==> src/rtl/i2cb_pkg.sv <==
package i2cb_pkg;
  localparam int BYTE_W = 8;
  localparam int CNT_W  = 3;
  localparam int PUL_W  = 4;
  localparam logic [1:0] REG_DATA = 2'd0;
  localparam logic [1:0] REG_CTRL = 2'd1;
  localparam logic [1:0] REG_STAT = 2'd2;
  localparam int CTL_ACK   = 3;
  localparam int CTL_START = 6;
  localparam int CTL_STOP  = 7;

  typedef enum logic [1:0] {ENG_IDLE, ENG_START, ENG_STOP, ENG_XFER} eng_st_t;
  typedef enum logic [1:0] {OP_START, OP_STOP, OP_TX, OP_RX} op_t;

  // data bits moved by one transfer: code 0 stands for a full byte
  function automatic logic [PUL_W-1:0] data_bits(input logic [CNT_W-1:0] c);
    return (c == '0) ? PUL_W'(BYTE_W) : PUL_W'(c);
  endfunction

  function automatic logic [PUL_W-1:0] xfer_pulses(input logic [CNT_W-1:0] c,
                                                   input logic a);
    return data_bits(c) + PUL_W'(a);
  endfunction
endpackage

==> src/rtl/i2cb_tick.sv <==
module i2cb_tick #(
  parameter int QDIV = 4
) (
  input  logic clk,
  input  logic rst_n,
  input  logic clr,
  output logic tick
);
  localparam int CW = (QDIV > 1) ? $clog2(QDIV) : 1;
  logic [CW-1:0] cnt;

  always_ff @(posedge clk or negedge rst_n) begin
    if (!rst_n)                                 cnt <= '0;
    else if (clr || cnt == CW'(QDIV - 1))       cnt <= '0;
    else                                        cnt <= cnt + 1'b1;
  end

  assign tick = !clr && (cnt == CW'(QDIV - 1));
endmodule

==> src/rtl/i2cb_engine.sv <==
module i2cb_engine
  import i2cb_pkg::*;
(
  input  logic              clk,
  input  logic              rst_n,
  input  logic              tick,
  input  logic              go,
  input  op_t               op,
  input  logic [CNT_W-1:0]  bcnt,
  input  logic              ack_en,
  input  logic              load_en,
  input  logic [BYTE_W-1:0] load_val,
  input  logic              sda_i,
  output logic              scl_o,
  output logic              sda_o,
  output logic              busy,
  output logic              done_evt,
  output logic              ack_miss,
  output logic              cond_phase,
  output logic              xfer_phase,
  output logic              ack_slot,
  output logic              rx_dir,
  output logic [BYTE_W-1:0] shreg
);
  eng_st_t          st;
  logic [1:0]       q;
  logic [PUL_W-1:0] idx, nb;
  logic             ackm;
  logic             fin_xfer, last_q;

  assign busy       = (st != ENG_IDLE);
  assign cond_phase = (st == ENG_START) || (st == ENG_STOP);
  assign xfer_phase = (st == ENG_XFER);
  assign ack_slot   = xfer_phase && ackm && (idx == nb);
  assign fin_xfer   = (idx + PUL_W'(1)) == (nb + PUL_W'(ackm));
  assign last_q     = tick && (q == 2'd3);
  assign done_evt   = last_q && (cond_phase || (xfer_phase && fin_xfer));
  assign ack_miss   = tick && (q == 2'd2) && ack_slot && !rx_dir && sda_i;

  always_ff @(posedge clk or negedge rst_n) begin
    if (!rst_n) begin
      st <= ENG_IDLE; q <= '0; idx <= '0; nb <= '0; ackm <= 1'b0;
      rx_dir <= 1'b0; shreg <= '0; scl_o <= 1'b1; sda_o <= 1'b1;
    end else begin
      if (load_en) shreg <= load_val;
      if (st == ENG_IDLE) begin
        if (go) begin
          q      <= '0;
          idx    <= '0;
          nb     <= data_bits(bcnt);
          ackm   <= ack_en;
          rx_dir <= (op == OP_RX);
          case (op)
            OP_START: st <= ENG_START;
            OP_STOP:  st <= ENG_STOP;
            default:  st <= ENG_XFER;
          endcase
        end
      end else if (tick) begin
        q <= q + 2'd1;
        case (st)
          ENG_START: begin
            case (q)
              2'd0: sda_o <= 1'b1;
              2'd1: scl_o <= 1'b1;
              2'd2: sda_o <= 1'b0;
              default: scl_o <= 1'b0;
            endcase
          end
          ENG_STOP: begin
            case (q)
              2'd0: scl_o <= 1'b0;
              2'd1: sda_o <= 1'b0;
              2'd2: scl_o <= 1'b1;
              default: sda_o <= 1'b1;
            endcase
          end
          default: begin
            case (q)
              2'd0: begin
                scl_o <= 1'b0;
                sda_o <= ack_slot ? !rx_dir : (rx_dir | shreg[BYTE_W-1]);
              end
              2'd1: scl_o <= 1'b1;
              2'd2: if (!ack_slot) shreg <= {shreg[BYTE_W-2:0], sda_i};
              default: begin
                scl_o <= 1'b0;
                idx   <= idx + PUL_W'(1);
              end
            endcase
          end
        endcase
        if (done_evt) st <= ENG_IDLE;
      end
    end
  end
endmodule

==> src/rtl/i2c_byte_master.sv <==
module i2c_byte_master
  import i2cb_pkg::*;
#(
  parameter int QDIV = 4
) (
  input  logic              clk,
  input  logic              rst_n,
  input  logic              host_we,
  input  logic              host_re,
  input  logic [1:0]        host_addr,
  input  logic [BYTE_W-1:0] host_wdata,
  output logic [BYTE_W-1:0] host_rdata,
  output logic              scl_o,
  output logic              sda_o,
  input  logic              sda_i
);
  logic [CNT_W-1:0]  ctrl_cnt;
  logic              ctrl_ack;
  logic              bus_err;
  logic              go, pending, tick, load_en;
  op_t               op;
  logic              done_evt, ack_miss, cond_phase, xfer_phase, ack_slot, rx_dir;
  logic [BYTE_W-1:0] shreg;
  logic              wr_ctrl;

  assign wr_ctrl = host_we && (host_addr == REG_CTRL) && !pending;

  always_comb begin
    go = 1'b0;
    op = OP_TX;
    if (!pending) begin
      if (host_we && host_addr == REG_DATA) begin
        go = 1'b1; op = OP_TX;
      end else if (wr_ctrl && (host_wdata[CTL_STOP] || host_wdata[CTL_START])) begin
        go = 1'b1; op = host_wdata[CTL_STOP] ? OP_STOP : OP_START;
      end else if (!host_we && host_re && host_addr == REG_DATA) begin
        go = 1'b1; op = OP_RX;
      end
    end
  end

  assign load_en = go && (op == OP_TX);

  always_ff @(posedge clk or negedge rst_n) begin
    if (!rst_n) begin
      ctrl_cnt <= '0; ctrl_ack <= 1'b0; bus_err <= 1'b0;
    end else begin
      if (wr_ctrl) begin
        ctrl_cnt <= host_wdata[CNT_W-1:0];
        ctrl_ack <= host_wdata[CTL_ACK];
      end
      if (ack_miss)                     bus_err <= 1'b1;
      else if (go && op == OP_START)    bus_err <= 1'b0;
    end
  end

  always_comb begin
    case (host_addr)
      REG_DATA: host_rdata = shreg;
      REG_CTRL: host_rdata = BYTE_W'({ctrl_ack, ctrl_cnt});
      REG_STAT: host_rdata = BYTE_W'({bus_err, pending});
      default:  host_rdata = '0;
    endcase
  end

  i2cb_tick #(.QDIV(QDIV)) u_tick (
    .clk(clk), .rst_n(rst_n), .clr(go), .tick(tick)
  );

  i2cb_engine u_eng (
    .clk(clk), .rst_n(rst_n), .tick(tick), .go(go), .op(op),
    .bcnt(ctrl_cnt), .ack_en(ctrl_ack), .load_en(load_en),
    .load_val(host_wdata), .sda_i(sda_i), .scl_o(scl_o), .sda_o(sda_o),
    .busy(pending), .done_evt(done_evt), .ack_miss(ack_miss),
    .cond_phase(cond_phase), .xfer_phase(xfer_phase), .ack_slot(ack_slot),
    .rx_dir(rx_dir), .shreg(shreg)
  );
endmodule

==> config.mk <==
export PLATFORM = sky130hd
export DESIGN_NAME = i2c_byte_master
export DESIGN_NICKNAME = d
export VERILOG_FILES = /design/src/rtl/i2cb_pkg.sv /design/src/rtl/i2cb_tick.sv /design/src/rtl/i2cb_engine.sv /design/src/rtl/i2c_byte_master.sv
export SDC_FILE = /design/constraint.sdc
export NUM_CORES = 1
export LEC_CHECK = 0
export ABC_CLOCK_PERIOD_IN_PS = 2600
export BUFFER_PORTS_ARGS = -buffer_cell sky130_fd_sc_hd__buf_2
export CORE_ASPECT_RATIO = 0.75
export CORE_MARGIN = 2
export CORE_UTILIZATION = 52
export DETAILED_ROUTE_END_ITERATION = 8
export GPL_TIMING_DRIVEN = 0
export PLACE_DENSITY = 0.75
export SYNTH_ARGS = -nofsm -noshare
export SYNTH_HDL_FRONTEND = slang
export SYNTH_HIERARCHICAL = 1
export SYNTH_SLANG_ARGS = --single-unit
==> constraint.sdc <==
create_clock -name clk -period 2.6 [get_ports clk]
set_input_delay 0.65 -clock clk [delete_from_list [all_inputs] [get_ports clk]]
set_output_delay 0.65 -clock clk [all_outputs]
set_load 0.02 [all_outputs]
==> impl_metrics.prom <==
# TYPE chip_impl_metric gauge
chip_impl_info{name="outcome",value="finished, final reports clean"} 1
chip_impl_metric{name="ir_drop",unit="V"} 0.000587
chip_impl_metric{name="mappedNetlistNets",unit=""} 214
chip_impl_metric{name="critPathMaxFanout",unit=""} 7
chip_impl_metric{name="pre_cts_ws",unit="ps"} -308
chip_impl_metric{name="wp_data_required",unit="ps"} 2770
chip_impl_metric{name="htree_num_levels",unit=""} 2
chip_impl_metric{name="vias_in_the_first_global_route",unit=""} 1406
chip_impl_metric{name="timing_worst_slew_pin_value",unit="ps"} 690
chip_impl_info{name="timing.critical_path.from_type",value="register"} 1
chip_impl_metric{name="gp_congestion",unit=""} 0.763
chip_impl_metric{name="multi_input_comb_area",unit="um2"} 1150
chip_impl_metric{name="p_comb_share",unit="%"} 49.7
chip_impl_info{name="timing.rr.end",value="u_eng/shreg[1]"} 1
chip_impl_metric{name="track_usage",unit="%"} 21.2
chip_impl_metric{name="initial_core_util",unit="%"} 54.2
chip_impl_metric{name="fp.coreArea",unit="um2"} 3640
chip_impl_metric{name="worst_r2r_path_depth",unit=""} 13
chip_impl_metric{name="die_area",unit="um2"} 4310
chip_impl_metric{name="clock_sink_count",unit=""} 31
chip_impl_metric{name="timing.critical_path.depth",unit=""} 13
chip_impl_metric{name="row_count",unit=""} 19
chip_impl_metric{name="report.final.slew_viol_count",unit=""} 0
chip_impl_metric{name="fmax",unit="MHz"} 390
chip_impl_metric{name="grt_max_degree",unit=""} 32
chip_impl_metric{name="hold_viol_final",unit=""} 0
chip_impl_metric{name="regArea",unit="um2"} 778
chip_impl_metric{name="grt_antenna_before_repair",unit=""} 0
chip_impl_metric{name="min_period",unit="ps"} 2570
chip_impl_metric{name="power.share.switching",unit="%"} 39.0
chip_impl_metric{name="drt_iter0_drc",unit=""} 77
chip_impl_metric{name="cts-root-to-sink-buffers",unit=""} 2
chip_impl_metric{name="powerDensity",unit="nW/um2"} 1120
chip_impl_metric{name="worstPathBufferInverterCount",unit=""} 4
chip_impl_metric{name="nets",unit=""} 252
chip_impl_info{name="setup.worst_path.end_class",value="register"} 1
chip_impl_metric{name="maxCapViolCount",unit=""} 0
chip_impl_metric{name="die_height",unit="um"} 57.3
chip_impl_info{name="path_delay_family",value="simple AND/OR/NAND/NOR gates"} 1
chip_impl_metric{name="setup_viol_count_final",unit=""} 0
chip_impl_metric{name="die-width",unit="um"} 75.1
chip_impl_metric{name="maximum_single_stage_delay_on_the_critical_path",unit="ps"} 380
chip_impl_info{name="tritoncts",value="built"} 1
chip_impl_metric{name="yosys_warnings",unit=""} 6
chip_impl_metric{name="max-slew-margin-rel",unit="%"} 54.0
chip_impl_info{name="timing.hold.worst.class",value="in -> async"} 1
chip_impl_metric{name="detailedRoute.firstPassIterationCount",unit=""} 4
chip_impl_metric{name="worstSkewPairLatency",unit="ps"} 290
chip_impl_metric{name="drt-vias-per-instance",unit=""} 5.47
chip_impl_metric{name="p_leak",unit="nW"} 1.11
chip_impl_metric{name="totalWireLength",unit="um"} 4200
chip_impl_metric{name="timing.final.crit_share",unit="%"} 98.7
chip_impl_metric{name="fin_tns_setup",unit="ps"} 0
chip_impl_info{name="timing.critical_path.slowest_stage_cell",value="sky130_fd_sc_hd__dfrtp_1"} 1
chip_impl_metric{name="synthesis.area_per_instance",unit="um2"} 10.6
chip_impl_metric{name="clock_transition_at_path_regs",unit="ps"} 70
chip_impl_metric{name="timing.final.ws_setup",unit="ps"} 34.5
chip_impl_metric{name="share_of_cells_above_drive_strength_1",unit="%"} 32.7
chip_impl_metric{name="place.detailed.hpwl",unit="um"} 3030
chip_impl_metric{name="p_switching",unit="mW"} 1.03
chip_impl_metric{name="grt-ovfl-total",unit=""} 0
chip_impl_metric{name="mappedNetlistArea",unit="um2"} 1970
chip_impl_metric{name="ioPinCount",unit=""} 25
chip_impl_metric{name="cts-buffers-inserted",unit=""} 5
chip_impl_metric{name="antenna_cells",unit=""} 0
chip_impl_metric{name="share_clk_of_total_power",unit="%"} 15.8
chip_impl_metric{name="detailroute.via_count",unit=""} 1521
chip_impl_metric{name="layout-area-overhead-vs-synth",unit="%"} 19.8
chip_impl_info{name="timing.rr.start",value="u_eng/st[0]"} 1
chip_impl_info{name="crit_start",value="u_eng/st[0]"} 1
chip_impl_metric{name="power.sequential.fraction",unit="%"} 34.5
chip_impl_metric{name="ant_nets",unit=""} 0
chip_impl_metric{name="final.setup_skew",unit="ps"} 6.51
chip_impl_metric{name="r2r_slack",unit="ps"} 30
chip_impl_info{name="timing.critical_path.to",value="u_eng/shreg[1]"} 1
chip_impl_metric{name="drcViolationCount",unit=""} 0
chip_impl_metric{name="grt_first_pass_wirelength",unit="um"} 6730
chip_impl_metric{name="holdBufCountCts",unit=""} 0
chip_impl_info{name="root_buf_cell",value="sky130_fd_sc_hd__clkbuf_8"} 1
chip_impl_metric{name="power_report.internal_total",unit="mW"} 1.62
chip_impl_metric{name="numPortBuffers",unit=""} 22
chip_impl_metric{name="avgRoutedWirePerCell",unit="um"} 15.1
chip_impl_metric{name="final.fill_count",unit=""} 305
chip_impl_metric{name="netlist_instances",unit=""} 187
chip_impl_info{name="cp_cell_sequence",value="inv_1, ha_4, inv_4, and4bb_1, buf_6, a32o_2, nor2b_4, nand2b_4, or3_4, a31o_4, buf_4, nor2_1, a21oi_1"} 1
chip_impl_metric{name="cp_data_arrival_time",unit="ps"} 2740
chip_impl_info{name="criticalPathCategory",value="reg -> reg"} 1
-- worst min path at each step --
stage	endpoint	slack, ps
after detailed placement	u_tick/cnt[0]	440
after global placement	u_tick/cnt[0]	430
after global routing	u_tick/cnt[0]	450
after CTS	u_eng/shreg[4]	430
final	u_eng/shreg[4]	400
after floorplan	bus_err	350
-- flip-flops by register name, summed over array words and instances, names as in the netlist --
register      flops
u_eng/shreg       8
u_eng/idx         4
u_eng/nb          4
ctrl_cnt          3
u_eng/q           2
u_eng/st          2
u_tick/cnt        2
bus_err           1
ctrl_ack          1
u_eng/ackm        1
u_eng/rx_dir      1
u_eng/scl_o       1
u_eng/sda_o       1
-- layer usage --
layer	global-route usage [%]	vias to the layer above	wire, um	part of all wire, %
li1	-	740	-	-
met1	31.3	741	2010	48
met2	30.3	33	1910	45
met3	6.89	7	230	5.5
met4	5.26	0	56	1.3
met5	0	-	0	0
-- area by class of cell --
cell class | count | share of cell area, %
buffer | 6 | 2.70
clock buffer | 8 | 4.24
inverter | 7 | 1.22
multi-input combinational | 143 | 48.6
sequential | 31 | 32.9
tap | 52 | 2.75
timing repair buffer | 31 | 7.52
-- power groups by stage --
stage / Sequential, mW / Combinational [mW] / Clock, mW
5_1_grt: 0.947 / 1.46 / 0.448
2_1_floorplan: 0.878 / 0.920 / 0
3_5_place_dp: 0.923 / 1.16 / 0
3_3_place_gp: 0.919 / 1.11 / 0
4_1_cts: 0.908 / 1.26 / 0.424
6_report: 0.915 / 1.32 / 0.420
-- through the flow --
stage	power, mW	util (%)	area, um2	hold WS, ps	instances
detailed placement	2.08	59.2	2150	435	261
global route	2.85	65.0	2360	450	278
global placement	2.03	59.2	2150	434	261
finish	2.65	65.0	2360	401	278
floorplan	1.80	-	1980	354	187
CTS	2.60	63.6	2310	426	273
-- layout by cell type, fill, tap and decap left out, types with 3 or more instances in the layout --
cell type	instances
sky130_fd_sc_hd__xor2_1	3
sky130_fd_sc_hd__mux2_4	4
sky130_fd_sc_hd__nand2_1	15
sky130_fd_sc_hd__xnor2_1	4
sky130_fd_sc_hd__mux2_2	5
sky130_fd_sc_hd__and2_1	4
sky130_fd_sc_hd__clkbuf_8	7
sky130_fd_sc_hd__mux2i_1	14
sky130_fd_sc_hd__o21ai_0	7
sky130_fd_sc_hd__ha_1	11
sky130_fd_sc_hd__dfrtp_1	29
sky130_fd_sc_hd__nand3_1	5
sky130_fd_sc_hd__buf_2	22
sky130_fd_sc_hd__a21oi_1	10
sky130_fd_sc_hd__buf_4	9
sky130_fd_sc_hd__buf_6	4
sky130_fd_sc_hd__nor2_1	16
sky130_fd_sc_hd__inv_1	4
-- timing repair --
item	CTS	global route
pin swaps	1	1
setup buffers	4	5
gates resized for setup	6	4
endpoints found under the setup margin	11	11
Note: power is estimated with default switching activity, not from simulation.
